==> src/rtl/bar_win_pkg.sv <==
package bar_win_pkg;

   // classification of one decoded address
   typedef enum logic [1:0] {
      HIT_NONE = 2'b00,
      HIT_CSR  = 2'b01,
      HIT_FWD  = 2'b10
   } hit_kind_e;

   // classify given match and whether the window offset stays below the register page
   function automatic hit_kind_e classify(input logic match, input logic in_page);
      if (!match)
         return HIT_NONE;
      else if (in_page)
         return HIT_CSR;
      else
         return HIT_FWD;
   endfunction

endpackage

==> src/rtl/bar_setup_reg.sv <==
module bar_setup_reg #(
   parameter int AW       = 32,
   parameter int CSR_AW   = 12,
   parameter int PREF_BIT = 3
) (
   input  logic          clk,
   input  logic          rst_n,
   input  logic          ld_valid,
   input  logic [AW-1:0] ld_data,
   input  logic          ld_unlock,
   output logic [AW-1:0] win_mask,
   output logic          pref,
   output logic          lock
);
   localparam int SZ_W = AW - CSR_AW;

   logic [SZ_W-1:0] size_q;
   logic            pref_q;
   logic            lock_q;
   logic            min_win;

   always_ff @(posedge clk or negedge rst_n) begin
      if (!rst_n) begin
         size_q <= '0;
         pref_q <= 1'b0;
         lock_q <= 1'b1;
      end else begin
         if (ld_valid) begin
            size_q <= ld_data[AW-1:CSR_AW];
            pref_q <= ld_data[PREF_BIT];
         end
         if (ld_unlock)
            lock_q <= 1'b0;
      end
   end

   // no size bit below the top set: smallest window, every page bit decodes
   assign min_win = (size_q[SZ_W-2:0] == '0);

   for (genvar i = 0; i < AW; i++) begin : g_mask
      if (i < CSR_AW) begin : g_page
         assign win_mask[i] = 1'b0;
      end else if (i == AW - 1) begin : g_top
         assign win_mask[i] = 1'b1;
      end else begin : g_size
         assign win_mask[i] = size_q[i-CSR_AW] | min_win;
      end
   end

   assign pref = pref_q;
   assign lock = lock_q;

endmodule

==> src/rtl/bar_base_reg.sv <==
module bar_base_reg #(
   parameter int AW       = 32,
   parameter int CSR_AW   = 12,
   parameter int PREF_BIT = 3
) (
   input  logic          clk,
   input  logic          rst_n,
   input  logic          cfg_wr,
   input  logic [AW-1:0] cfg_wdata,
   input  logic          lock,
   input  logic [AW-1:0] win_mask,
   input  logic          pref,
   output logic [AW-1:0] base,
   output logic [AW-1:0] rdata
);
   logic          wr_ok;
   logic [AW-1:0] view;

   assign wr_ok = cfg_wr & ~lock;

   for (genvar i = 0; i < AW; i++) begin : g_bit
      if (i >= CSR_AW) begin : g_addr
         logic b_q;
         always_ff @(posedge clk or negedge rst_n) begin
            if (!rst_n)
               b_q <= 1'b0;
            else if (wr_ok)
               b_q <= cfg_wdata[i] & win_mask[i];
         end
         // re-mask so a narrowed setup reads back zero at once
         assign base[i] = b_q & win_mask[i];
         assign view[i] = base[i];
      end else if (i == PREF_BIT) begin : g_pref
         assign base[i] = 1'b0;
         assign view[i] = pref;
      end else begin : g_zero
         assign base[i] = 1'b0;
         assign view[i] = 1'b0;
      end
   end

   assign rdata = lock ? '0 : view;

endmodule

==> src/rtl/bar_decode.sv <==
module bar_decode
   import bar_win_pkg::*;
#(
   parameter int AW     = 32,
   parameter int CSR_AW = 12
) (
   input  logic              clk,
   input  logic              rst_n,
   input  logic              mem_en,
   input  logic              addr_valid,
   input  logic [AW-1:0]     addr,
   input  logic [AW-1:0]     base,
   input  logic [AW-1:0]     win_mask,
   output logic              csr_hit,
   output logic              fwd_hit,
   output logic [CSR_AW-1:0] csr_offset
);
   logic          match;
   logic          in_page;
   logic [AW-1:0] outside;
   hit_kind_e     kind_d;
   hit_kind_e     kind_q;
   logic [CSR_AW-1:0] off_q;

   assign match   = (((addr ^ base) & win_mask) == '0);
   assign outside = addr & ~win_mask;
   assign in_page = (outside[AW-1:CSR_AW] == '0);

   always_comb begin
      if (mem_en && addr_valid)
         kind_d = classify(match, in_page);
      else
         kind_d = HIT_NONE;
   end

   always_ff @(posedge clk or negedge rst_n) begin
      if (!rst_n) begin
         kind_q <= HIT_NONE;
         off_q  <= '0;
      end else begin
         kind_q <= kind_d;
         off_q  <= (kind_d == HIT_CSR) ? addr[CSR_AW-1:0] : '0;
      end
   end

   assign csr_hit    = (kind_q == HIT_CSR);
   assign fwd_hit    = (kind_q == HIT_FWD);
   assign csr_offset = off_q;

endmodule

==> src/rtl/mem_bar_window.sv <==
module mem_bar_window #(
   parameter int AW       = 32,
   parameter int CSR_AW   = 12,
   parameter int PREF_BIT = 3
) (
   input  logic              clk,
   input  logic              rst_n,
   input  logic              ld_valid,
   input  logic [AW-1:0]     ld_data,
   input  logic              ld_unlock,
   input  logic              cfg_wr,
   input  logic [AW-1:0]     cfg_wdata,
   output logic [AW-1:0]     cfg_rdata,
   input  logic              mem_en,
   input  logic              addr_valid,
   input  logic [AW-1:0]     addr,
   output logic              csr_hit,
   output logic [CSR_AW-1:0] csr_offset,
   output logic              fwd_hit
);
   if (AW < CSR_AW + 2) begin : g_bad_aw
      $error("mem_bar_window: AW must exceed CSR_AW by at least two");
   end
   if (PREF_BIT >= CSR_AW || PREF_BIT < 3) begin : g_bad_pref
      $error("mem_bar_window: PREF_BIT must sit in the read-only low field above bit 2");
   end

   logic [AW-1:0] win_mask;
   logic [AW-1:0] base;
   logic          pref;
   logic          lock;

   bar_setup_reg #(.AW(AW), .CSR_AW(CSR_AW), .PREF_BIT(PREF_BIT)) u_setup (
      .clk      (clk),
      .rst_n    (rst_n),
      .ld_valid (ld_valid),
      .ld_data  (ld_data),
      .ld_unlock(ld_unlock),
      .win_mask (win_mask),
      .pref     (pref),
      .lock     (lock)
   );

   bar_base_reg #(.AW(AW), .CSR_AW(CSR_AW), .PREF_BIT(PREF_BIT)) u_base (
      .clk      (clk),
      .rst_n    (rst_n),
      .cfg_wr   (cfg_wr),
      .cfg_wdata(cfg_wdata),
      .lock     (lock),
      .win_mask (win_mask),
      .pref     (pref),
      .base     (base),
      .rdata    (cfg_rdata)
   );

   bar_decode #(.AW(AW), .CSR_AW(CSR_AW)) u_dec (
      .clk       (clk),
      .rst_n     (rst_n),
      .mem_en    (mem_en),
      .addr_valid(addr_valid),
      .addr      (addr),
      .base      (base),
      .win_mask  (win_mask),
      .csr_hit   (csr_hit),
      .fwd_hit   (fwd_hit),
      .csr_offset(csr_offset)
   );

endmodule

==> config.mk <==
export PLATFORM = sky130hd
export DESIGN_NAME = mem_bar_window
export DESIGN_NICKNAME = d
export VERILOG_FILES = /design/src/rtl/bar_win_pkg.sv /design/src/rtl/bar_setup_reg.sv /design/src/rtl/bar_base_reg.sv /design/src/rtl/bar_decode.sv /design/src/rtl/mem_bar_window.sv
export SDC_FILE = /design/constraint.sdc
export NUM_CORES = 1
export LEC_CHECK = 0
export ABC_AREA = 0
export BUFFER_PORTS_ARGS = -buffer_cell sky130_fd_sc_hd__clkbuf_2
export CAP_MARGIN = 40
export CORE_MARGIN = 2
export CORE_UTILIZATION = 45
export CTS_BUF_LIST = sky130_fd_sc_hd__clkbuf_4 sky130_fd_sc_hd__clkbuf_8 sky130_fd_sc_hd__clkbuf_16
export CTS_CLUSTER_SIZE = 8
export DETAILED_ROUTE_END_ITERATION = 10
export PLACE_DENSITY_LB_ADDON = 0.1
export SLEW_MARGIN = 20
export SYNTH_ARGS = -nofsm -noshare
export SYNTH_HDL_FRONTEND = slang
export SYNTH_SLANG_ARGS = --single-unit
==> constraint.sdc <==
create_clock -name clk -period 3.87 [get_ports clk]
set_input_delay 0.387 -clock clk [delete_from_list [all_inputs] [get_ports clk]]
set_output_delay 0.387 -clock clk [all_outputs]
set_load 0.02 [all_outputs]
# Yosys cells after proc, flatten, opt, wreduce, memory -nomap -nowiden
# Cells that the tools add are included.
dict set report word_totals {
  ff_bits 55
  output_inout_bits 46
  elab_cells 100
}
dict set report classes {
  eq_ne 3
  mux 5
  bitwise 63
  reduce_logical 4
}
# operator n
set op_table {}
lappend op_table {{$and A32 B32 Y32} 2}
lappend op_table {{$and A1 B1 Y1} 39}
lappend op_table {{$logic_not A32 Y1} 1}
lappend op_table {{$mux W32} 1}
lappend op_table {{$not A32 Y32} 1}
lappend op_table {{$xor A32 B32 Y32} 1}
lappend op_table {{$logic_not A20 Y1} 1}
lappend op_table {{$logic_not A19 Y1} 1}
lappend op_table {{$or A1 B1 Y1} 19}
lappend op_table {{$mux W12} 1}
lappend op_table {{$mux W2} 3}
lappend op_table {{$eq A2 B1 Y1 const B} 2}
lappend op_table {{$eq A2 B2 Y1 const B} 1}
lappend op_table {{$logic_and A1 B1 Y1} 1}
lappend op_table {{$not A1 Y1} 1}

# Longest topological paths before layout
# Gate-level depths: netlist (run 1).
dict set report logic_depth {
  word_depth 10
  mapped_depth 6
  depth_no_buf 5
}

# Modules after synthesis
# Synthesis (run 1) repeated with hierarchy kept, for this count alone.
dict set report hier_totals {
  cells_unflattened 366
  hier_area_um2 3674.8
}
# module n_inst cells_per_inst area_per_inst_um2 seq_area_each_um2
set modules_own_cells {}
lappend modules_own_cells {bar_base_reg 1 150 1325.0 500.5}
lappend modules_own_cells {bar_decode 1 129 1233.7 350.3}
lappend modules_own_cells {bar_setup_reg 1 87 1116.1 526.8}

# Least setup slack after synthesis (run 1)
# Ideal clock, no wire load.
dict set report synth_timing {
  kind {reg2out}
  startpoint {reg u_setup.size_q[2]}
  endpoint {out cfg_rdata[29]}
  arrival_time_ps 1917
  t_required_ps 3483
  path_slack_ps 1566
  stages_incl_launch_ff 6
  cell_sequence {dfrtp_1 > or3_4 > nor3_4 > buf_2 > nor2_1 > nor3b_1}
}
dict set report synth_via {
  elab_chain_len 4
}
# item line_no
set synth_rtl {}
lappend synth_rtl {{start: declaration} bar_setup_reg.sv:17} ;# logic [SZ_W-1:0] size_q;
lappend synth_rtl {{start signal: assignment} bar_setup_reg.sv:29} ;# size_q <= ld_data[AW-1:CSR_AW];
lappend synth_rtl {{$logic_not A19 Y1} bar_setup_reg.sv:38} ;# assign min_win = (size_q[SZ_W-2:0] == '0);
lappend synth_rtl {{$or A1 B1 Y1} bar_setup_reg.sv:46} ;# assign win_mask[i] = size_q[i-CSR_AW] | min_win;
lappend synth_rtl {{$and A1 B1 Y1} bar_base_reg.sv:31} ;# assign base[i] = b_q & win_mask[i];
lappend synth_rtl {{$mux W32} bar_base_reg.sv:42} ;# assign rdata = lock ? '0 : view;
lappend synth_rtl {{end: declaration} mem_bar_window.sv:13} ;# output logic [AW-1:0] cfg_rdata,
# No other way between the ends.

# Worst setup path after layout (run 1)
dict set report layout_timing {
  startpoint {reg u_setup.size_q[2]}
  endpoint {out cfg_rdata[28]}
}
# The elaborated chain is that of the path after synthesis.

==> results_dict.tcl, run 1 <==
set metrics [dict create \
    fmax_ghz 0.337 \
    die_w_um 87.6 \
    cts_buffers 5 \
    dp_cells 508 \
    timing.hold.ws_ps 89.9 \
    gp_congestion 0.828 \
    design_area_um2 3850 \
    final_cell_mix "clkbuf_2 (113), dfrtp_1 (54), nand2_1 (27), o21ai_0 (27)" \
    cts_sinks 55 \
    worstRegToRegCells 4 \
    critPathMaxFanout 25 \
    power_density_nw_per_um2 336 \
    first_pass_iters 5 \
    hp-class "input port to async pin" \
    p_leak_nw 1.78 \
    clkTransAtPathRegs_ps 100 \
    diodes 0 \
    core-area_um2 6790 \
    instances_no_fill 517 \
    hold_violations 0 \
    drv_cap 0 \
    finalCritPeriodShare_pct 76.7 \
    wire_per_inst_um 15.5 \
    syn-cell-area_um2 3150 \
    viasPerCell 5.16 \
    seq_area_frac_synth_pct 43.8 \
    die_h_um 87.6 \
    tightest_slew_ps 913 \
    clockRootBuffer "clkbuf_8" \
    cell_internal_pwr_uw 893 \
    reg2reg_slack_ps 1560 \
    required_ps 3480 \
    cts_tree "yes" \
    final_nets 523 \
    p_sw_uw 402 \
    p_clk_share_pct 25.8 \
    timing.rr.end "u_dec.csr_offset[1]" \
    port_buffers 113 \
    p_seq_share_pct 51.9 \
    drc 0 \
    io_pins 149 \
    place_area_um2 3740 \
    status "finished, final reports clean" \
    final_common_cell "clkbuf_2" \
    final_layout_size_suffix_gt1_share_pct 39.7 \
    rsz0062_at_grt "false" \
    area_growth_syn_to_layout_pct 22.5 \
    htreeDepth 2 \
    initial_core_util_pct 46.3 \
    ys.flop_type "dfrtp_1" \
    ys_ff_latch 55 \
    hpwlAfterDp_mm 6.06 \
    path_class "flop to output port" \
    grt_start_max_net_pins 40 \
    timing.rr.start "u_setup.size_q[2]" \
    relSlewSlack_pct 39.1 \
    cts_buffer_depth 2 \
    ctsResizeCount 0 \
    synth-edff-count 0 \
    finalSetupTns_ps 0 \
    clk_latency_ps 310 \
    via_count 2669 \
    ys_async_sr_fraction_pct 100 \
    power.share.combinational_pct 22.4 \
    syn_area_per_cell_um2 10.1 \
    fin_crit_ps 2970 \
    cp-start-kind "flop" \
    routed_wl_mm 7.99 \
    drv_slew 0 \
    synthCells 312 \
    peakVddDrop_v 0.000161 \
    gr-total-overflow 0 \
    track_usage_pct 21.2 \
    cts_hold_buf 0 \
    first_global_vias 2488 \
    ys_warn_count 0 \
    drt-initial-drc-count 131 \
    finalSetupViolations 0 \
    arrival_ps 2580 \
    ant_nets 0 \
    synth_cell_type_count 41 \
    swShare_pct 31.1 \
    rows 30 \
    antenna_found_initial 0 \
    post_cts_buffers 0 \
    grt_first_pass_wirelength_mm 12.5 \
    cp-end-kind "output port" \
    clock-skew-final_ps 8.88 \
    die_area_um2 7680 \
]
## stage by stage
step / utilization (%) / setup WS [ps] / power, mW
5_1_grt: 56.7 / 603 / 1.37
3_3_place_gp: 54.9 / 1230 / 0.966
3_5_place_dp: 55.0 / 1220 / 0.972
4_1_cts: 56.4 / 867 / 1.31
2_1_floorplan: - / 1570 / 0.862
6_report: 56.7 / 902 / 1.30
## worst max-delay path by stage
stage / start / end / slack, ps / cells after the start
floorplan: u_setup.size_q[2] / cfg_rdata[29] / 1570 / 5
global placement: u_setup.size_q[8] / cfg_rdata[25] / 1230 / 7
detailed placement: u_setup.size_q[2] / cfg_rdata[28] / 1220 / 6
CTS: u_setup.size_q[2] / cfg_rdata[28] / 870 / 6
global route: u_setup.size_q[8] / cfg_rdata[25] / 600 / 7
finish: u_setup.size_q[2] / cfg_rdata[28] / 900 / 6
## state kept, by name, indices dropped and copies added (netlist names)
| register | flops |
|---|---|
| u_base.g_bit.g_addr.b_q | 20 |
| u_setup.size_q | 19 |
| u_dec.csr_offset | 12 |
| u_dec.kind_q | 2 |
| u_setup.lock | 1 |
| u_setup.pref | 1 |
## per-layer routing
layer | vias up | global-route usage, % | routed length (µm)
met3 | 4 | 3.30 | 415
met5 | - | 0 | 0
li1 | 1304 | - | -
met1 | 1274 | 30.0 | 3580
met2 | 87 | 35.1 | 3960
met4 | 0 | 3.92 | 42
## kinds of logic after synthesis
kind of cell | synth area share (%)
xor gates and xnor gates | 5.56
AOI/OAI and AO/OA | 14.1
muxes | 6.80
buffers and inverters | 6.32
other | 0.119
DFF | 43.8
and+or+nand+nor | 23.3
## worst max-delay path, cell delays in order (launching register included)
cell,delay [ps]
dfrtp_1,480
or3_4,450
nor3_4,460
buf_4,360
nor2_1,70
nor3b_1,220
clkbuf_2,210
## power groups by stage
stage / Clock (mW) / Sequential [mW] / Combinational, mW
after floorplan: 0 / 0.661 / 0.201
after global placement: 0 / 0.681 / 0.285
after detailed placement: 0 / 0.682 / 0.290
after CTS: 0.344 / 0.671 / 0.291
after global routing: 0.369 / 0.678 / 0.322
final: 0.334 / 0.672 / 0.290
## synthesized netlist by cell type (2+ instances only)
cell type	n	share of area [%]
inv_1	9	1.1
a22oi_1	2	0.48
nor4_2	10	4.0
nand2b_1	12	2.4
mux2_2	19	6.8
a2111oi_4	2	1.7
clkbuf_1	8	0.95
a22o_1	3	0.83
nor3_1	2	0.32
o22ai_1	2	0.40
nor2b_1	6	1.2
buf_2	3	0.48
buf_4	12	2.9
dfrtp_1	54	43
nand3_1	13	2.1
nand2_1	27	3.2
xor2_1	19	5.3
buf_6	2	0.72
nor2_1	17	2.0
buf_1	2	0.24
nor4_1	11	2.2
o21ai_0	27	4.3
o21ai_1	13	2.1
or3_4	2	0.72
o2111ai_1	2	0.56
a21oi_1	2	0.32
nor3b_1	17	4.1
## layout make-up
| cell class | count | area [µm²] |
|---|---|---|
| repair buffers | 118 | 619 |
| multi-input cells | 231 | 1610 |
| clock buffers | 7 | 90.1 |
| flip-flops and latches | 55 | 1380 |
| clock inverters | 1 | 5.00 |
| inverters | 9 | 33.8 |
| fillers | 647 | 2940 |
| well taps | 96 | 120 |
No activity file was read; power rests on OpenSTA's default activity.
==> inputs of run 2 (changes only) <==
clock period = 3 ns   (was 3.87 ns; I/O delays follow)
==> run 2 against run 1 <==
Effect of this change: setup slack got worse by 360 ps; worst hold slack improved by 21 ps; sequential power is 29% higher; combinational power rose by 30%; sequential share of layout area fell by 0.47 points; clock power is 29% higher; cell area up 1.3%; critical path type unchanged; register-to-register slack lost 700 ps; count of clock-buffer cells in the layout unchanged; critical path depth is 1 higher; die area unchanged; largest cell class unchanged; core utilization up 0.76 points.
==> results_dict.tcl, run 2 (synthesized netlist as in run 1, its figures left out) <==
set metrics [dict create \
    status "finished, final reports clean" \
    drv_cap 0 \
    die_w_um 87.6 \
    rsz0062_at_grt "false" \
    critPathSlowestCell "dfrtp_1" \
    tightest_slew_ps 883 \
    fin_crit_ps 2450 \
    port_buffers 113 \
    finalPower_mw 1.68 \
    p_clk_share_pct 25.7 \
    hpwlAfterDp_mm 6.28 \
    timing.rr.start "u_setup.size_q[7]" \
    regArea_um2 1380 \
    path_class "flop to output port" \
    largest_register "u_base.g_bit.g_addr.b_q" \
    cpLargestDelayFamily "simple AND/OR/NAND/NOR gates" \
    area_growth_syn_to_layout_pct 24.1 \
    slowest_delay_ps 470 \
    peakVddDrop_v 0.000259 \
    finalSetupViolations 0 \
    p_seq_share_pct 51.8 \
    grt_start_max_net_pins 28 \
    fillers 630 \
    critPathLaunch "u_setup.size_q[7]" \
    p_leak_nw 1.81 \
    drt-initial-drc-count 78 \
    ctsResizeCount 0 \
    final_nets 530 \
    final_layout_size_suffix_gt1_share_pct 40.4 \
    crit_chain "nor4_1, nand2_1, nor3_4, buf_4, nor2_1, nor3b_1, clkbuf_2" \
    htreeDepth 2 \
    layout_setup_ws_ps 545 \
    diodes 0 \
    post_cts_buffers 0 \
    drc 0 \
    track_usage_pct 21.2 \
    final_cell_mix "clkbuf_2 (113), dfrtp_1 (54), nand2_1 (27), o21ai_0 (27)" \
    viasPerCell 5.12 \
    core-area_um2 6790 \
    relSlewSlack_pct 41.2 \
    cell_internal_pwr_mw 1.16 \
    power.share.combinational_pct 22.6 \
    grt_first_pass_wirelength_mm 12.6 \
    swShare_pct 31.0 \
    cts_tree "yes" \
    clkTransAtPathRegs_ps 90 \
    io_pins 149 \
    cts_buffer_depth 2 \
    design_area_um2 3910 \
    post-route-util_pct 57.5 \
    place_area_um2 3800 \
    power_density_nw_per_um2 429 \
    multi_input_comb_area_um2 1610 \
    routed_wl_mm 7.97 \
    ant_nets 0 \
    holdCritStartpoint "ld_unlock" \
    cts_hold_buf 1 \
    final_common_cell "clkbuf_2" \
    required_ps 2700 \
    arrival_ps 2150 \
    cts_sinks 55 \
    clk_latency_ps 300 \
    cp-end-kind "output port" \
    cp_num_buf_inv 2 \
    p_sw_uw 519 \
    die_h_um 87.6 \
    clock-skew-final_ps 2.57 \
    pre_cts_slack_ps 834 \
    wire_per_inst_um 15.2 \
    hold_violations 0 \
    largest_reg_flops 20 \
    clockRootBuffer "clkbuf_8" \
    cp-start-kind "flop" \
    antenna_found_initial 0 \
    first_pass_iters 4 \
    die_area_um2 7680 \
    gr-total-overflow 0 \
    finalCritPeriodShare_pct 81.8 \
    cts_buffers 5 \
    first_global_vias 2543 \
    initial_core_util_pct 46.3 \
    via_count 2682 \
    finalSetupTns_ps 0 \
    critPathMaxFanout 19 \
    rows 30 \
    hp-class "input port to flop" \
    fmax_ghz 0.407 \
    gp_congestion 0.869 \
    drv_slew 0 \
]
==> run 2: cell types whose count changed in the layout (fill, tap and decap cells not counted), sizes merged <==
| cell | change |
|---|---|
| dlygate4sd3 | +1 |
| buf | +6 |
==> run 2: final timing paths <==
kind | slack, ps | endpoint | cells past startpoint
worst min-delay path | 110 | u_setup.lock | 2
min in group asynchronous | 390 | u_setup.size_q[17] | 2
worst min register to register | 520 | u_setup.pref | 1
max in group asynchronous | 1950 | u_setup.size_q[18] | 4
worst max register to register | 860 | u_dec.csr_offset[1] | 5
worst max-delay path | 550 | cfg_rdata[27] | 7
==> run 2: power groups by stage <==
stage	Sequential [mW]	Combinational, mW	Clock [mW]
2_1_floorplan	0.853	0.259	0
3_3_place_gp	0.879	0.375	0
3_5_place_dp	0.881	0.382	0
4_1_cts	0.866	0.384	0.445
5_1_grt	0.876	0.420	0.482
6_report	0.867	0.378	0.430
==> run 2: routing by layer <==
| metal | part of all wire [%] | wire (µm) | GRT usage, % | vias up |
|---|---|---|---|---|
| met5 | 0 | 0 | 0 | - |
| met1 | 45 | 3580 | 29.8 | 1256 |
| met3 | 5.2 | 413 | 3.58 | 7 |
| met4 | 0.98 | 78 | 4.20 | 0 |
| met2 | 49 | 3900 | 34.8 | 101 |
| li1 | - | - | - | 1318 |
==> run 2: per-stage QoR <==
| stage | instances | hold slack, ps |
|---|---|---|
| floorplan | 322 | 4.41 |
| global placement | 514 | 439 |
| detailed placement | 515 | 189 |
| CTS | 524 | 104 |
| global route | 524 | 104 |
| finish | 524 | 110 |
==> run 2: cell type report <==
cell class | count | area share, %
flip-flops and latches | 55 | 35.3
clock inverters | 1 | 0.128
multi-input cells | 231 | 41.2
inverters | 9 | 0.865
well taps | 96 | 3.07
repair buffers | 125 | 17.2
clock buffers | 7 | 2.31
==> inputs of run 3 (changes only) <==
ABC_AREA = 1   (was 0)
CORE_UTILIZATION = 42   (was 45)
clock period = 1.98 ns   (was 3 ns; I/O delays follow)
==> run 3 against run 2 <==
Effect of this change: the flow now finishes with violations (setup timing); flip-flop and latch count unchanged; highest routed layer unchanged; cell count increased by 18%; critical path type unchanged; die area rose by 1.3%; clock power is 54% higher.
==> results_dict.tcl, run 3 <==
set metrics [dict create \
    synth_top_area_share_pct 45.4 \
    ant_nets 0 \
    drv_cap 0 \
    multi_input_comb_area_um2 1440 \
    grt_first_pass_wirelength_mm 12.3 \
    syn_area_per_cell_um2 7.35 \
    regArea_um2 1380 \
    seq_area_frac_synth_pct 46.3 \
    cts_buffers 5 \
    final_nets 625 \
    syn-cell-area_um2 2980 \
    synthCells 405 \
    status "complete, but fails checks" \
    finalCritPeriodShare_pct 104 \
    final_common_cell "nand2_1" \
    die_w_um 88.2 \
    synth_area_leaders "dfrtp_1 (45%), nand2_1 (18%), nand3_1 (7.1%)" \
    routed_wl_mm 8.28 \
    clockRootBuffer "clkbuf_8" \
    yosys-top-cells-count "nand2_1 (139), dfrtp_1 (54), nor2_1 (46), nand3_1 (42), inv_1 (39)" \
    port_buffers 113 \
    gr-total-overflow 0 \
    required_ps 1780 \
    track_usage_pct 20.5 \
    critPathMaxFanout 9 \
    peakVddDrop_v 0.000281 \
    drt-initial-drc-count 167 \
    p_sw_uw 755 \
    p_clk_share_pct 26.9 \
    io_pins 149 \
    via_count 2870 \
    rows 30 \
    path_class "flop to output port" \
    core-area_um2 6830 \
    final_cell_mix "nand2_1 (124), clkbuf_2 (94), dfrtp_1 (54), nand3_1 (41), nor2_1 (40)" \
    initial_core_util_pct 43.6 \
    cts_buffer_depth 2 \
    wire_per_inst_um 13.4 \
    clkTransAtPathRegs_ps 100 \
    hold_violations 0 \
    reg2reg_slack_ps 20 \
    viasPerCell 4.64 \
    drv_slew 0 \
    ys_async_sr_fraction_pct 100 \
    clock-skew-final_ps 8.12 \
    tightest_slew_ps 747 \
    synth_area_leader_cell "dfrtp_1" \
    clk_latency_ps 310 \
    first_pass_iters 4 \
    post-route-util_pct 57.4 \
    layout_setup_ws_ps -82.6 \
    hp-class "input port to flop" \
    drc 0 \
    htreeDepth 2 \
    die_h_um 88.2 \
    violations "setup timing" \
    largest_reg_flops 20 \
    fillers 687 \
    relSlewSlack_pct 50.2 \
    grt_start_max_net_pins 41 \
    rsz0062_at_grt "true" \
    antenna_found_initial 0 \
    ys_warn_count 0 \
    fmax_ghz 0.485 \
    finalSetupViolations 14 \
    cell_internal_pwr_mw 1.71 \
    cts_sinks 55 \
    cp-start-kind "flop" \
    gp_congestion 0.868 \
    power_density_nw_per_um2 628 \
    instances_no_fill 619 \
    area_growth_syn_to_layout_pct 31.7 \
    cts_tree "yes" \
    swShare_pct 30.7 \
    power.share.combinational_pct 22.2 \
    synthMostInstantiatedCell "nand2_1" \
    ys_ff_latch 55 \
    dp_cells 604 \
    fin_crit_ps 2060 \
    final_layout_size_suffix_gt1_share_pct 32.1 \
    die_area_um2 7780 \
    synth_cell_type_count 21 \
    largest_register "u_base.g_bit.g_addr.b_q" \
    p_seq_share_pct 50.8 \
    diodes 0 \
    cp-end-kind "output port" \
    first_global_vias 2628 \
    ys.flop_type "dfrtp_1" \
    hpwlAfterDp_mm 5.99 \
    synth-edff-count 0 \
    p_leak_nw 2.35 \
    arrival_ps 1860 \
    pre_cts_slack_ps -4.92 \
]
==> run 3: cell types whose count changed in the layout (fill, tap and decap cells not counted), moves of 15 or more <==
cell	change
nor3b_1	-17
nand2_1	+97
nor2_2	+15
nand3_1	+28
mux2_2	-19
inv_1	+30
clkbuf_2	-19
nor2_1	+23
==> run 3: worst paths after layout <==
check                                       start                     endpoint  cells past startpoint
worst max-delay path            u_setup.size_q[9]                cfg_rdata[23]                      9
min in group asynchronous                   rst_n           u_setup.size_q[15]                      2
worst max register to register  u_setup.size_q[9]         u_dec.csr_offset[11]                     12
worst min-delay path                      addr[1]          u_dec.csr_offset[1]                      3
worst min register to register       u_setup.lock                 u_setup.lock                      2
max in group asynchronous                   rst_n  u_base.g_bit[30].g_addr.b_q                      3
==> run 3: critical path: stages, from the launching register on <==
cell	delay, ps
dfrtp_1	400
nor2_2	120
nand2_1	70
nor2_2	160
nand3_4	170
buf_8	190
nand2_1	90
nand2_1	60
nor2_1	130
buf_4	160
==> run 3: power groups by stage <==
stage / logic [mW] / registers [mW] / clock network (mW)
4_1_cts: 0.516 / 1.25 / 0.684
3_5_place_dp: 0.509 / 1.27 / 0
2_1_floorplan: 0.323 / 1.26 / 0
5_1_grt: 0.619 / 1.26 / 0.722
3_3_place_gp: 0.500 / 1.27 / 0
6_report: 0.548 / 1.25 / 0.662
==> run 3: area by class of cell <==
class,instances,area share [%]
Timing Repair Buffer,125,19.0
Sequential cell,55,35.1
Clock buffer,7,2.30
Clock inverter,1,0.128
Multi-Input combinational cell,296,36.7
Tap cell,96,3.06
Inverter,39,3.73
==> run 3: cells by family (layout without fill, tap and decap cells) <==
kind of cell    after synthesis  in the layout  synth area share [%]
xor+xnor                     19             19                  5.59
flops                        55             55                  46.3
buf+inv                      65            172                  10.6
simple gates                243            244                  33.7
compound gates               22             22                  3.70
other cells                   1             11                 0.126
==> run 3: per-stage QoR <==
step                      hold slack [ps]  instance area, µm²  power, mW  TNS [ps]
final                                64.4                3920       2.46      -353
after global routing                 67.2                3920       2.60     -3730
after CTS                            55.3                3700       2.45     -25.1
after detailed placement              100                3580       1.78     -5.61
after global placement                102                3580       1.77         0
after floorplan                     -97.6                3020       1.58         0
==> run 3: repair_timing <==
action / in CTS / in global routing
endpoints found under the hold margin: 11 / 0
hold buffers: 2 / 0
pin swaps: 0 / 4
buffers inserted: 0 / 1
endpoints found under the setup margin: 12 / 32
gates resized for setup: 3 / 75
gates cloned: 0 / 4
==> run 3: metal layers <==
layer  share of wire (%)  global-route usage, %  routed length (µm)
met4                 2.3                   7.16                 189
met1                  45                   26.4                3730
met2                  47                   34.7                3890
met3                 5.8                   3.68                 479
met5                   0                      0                   0
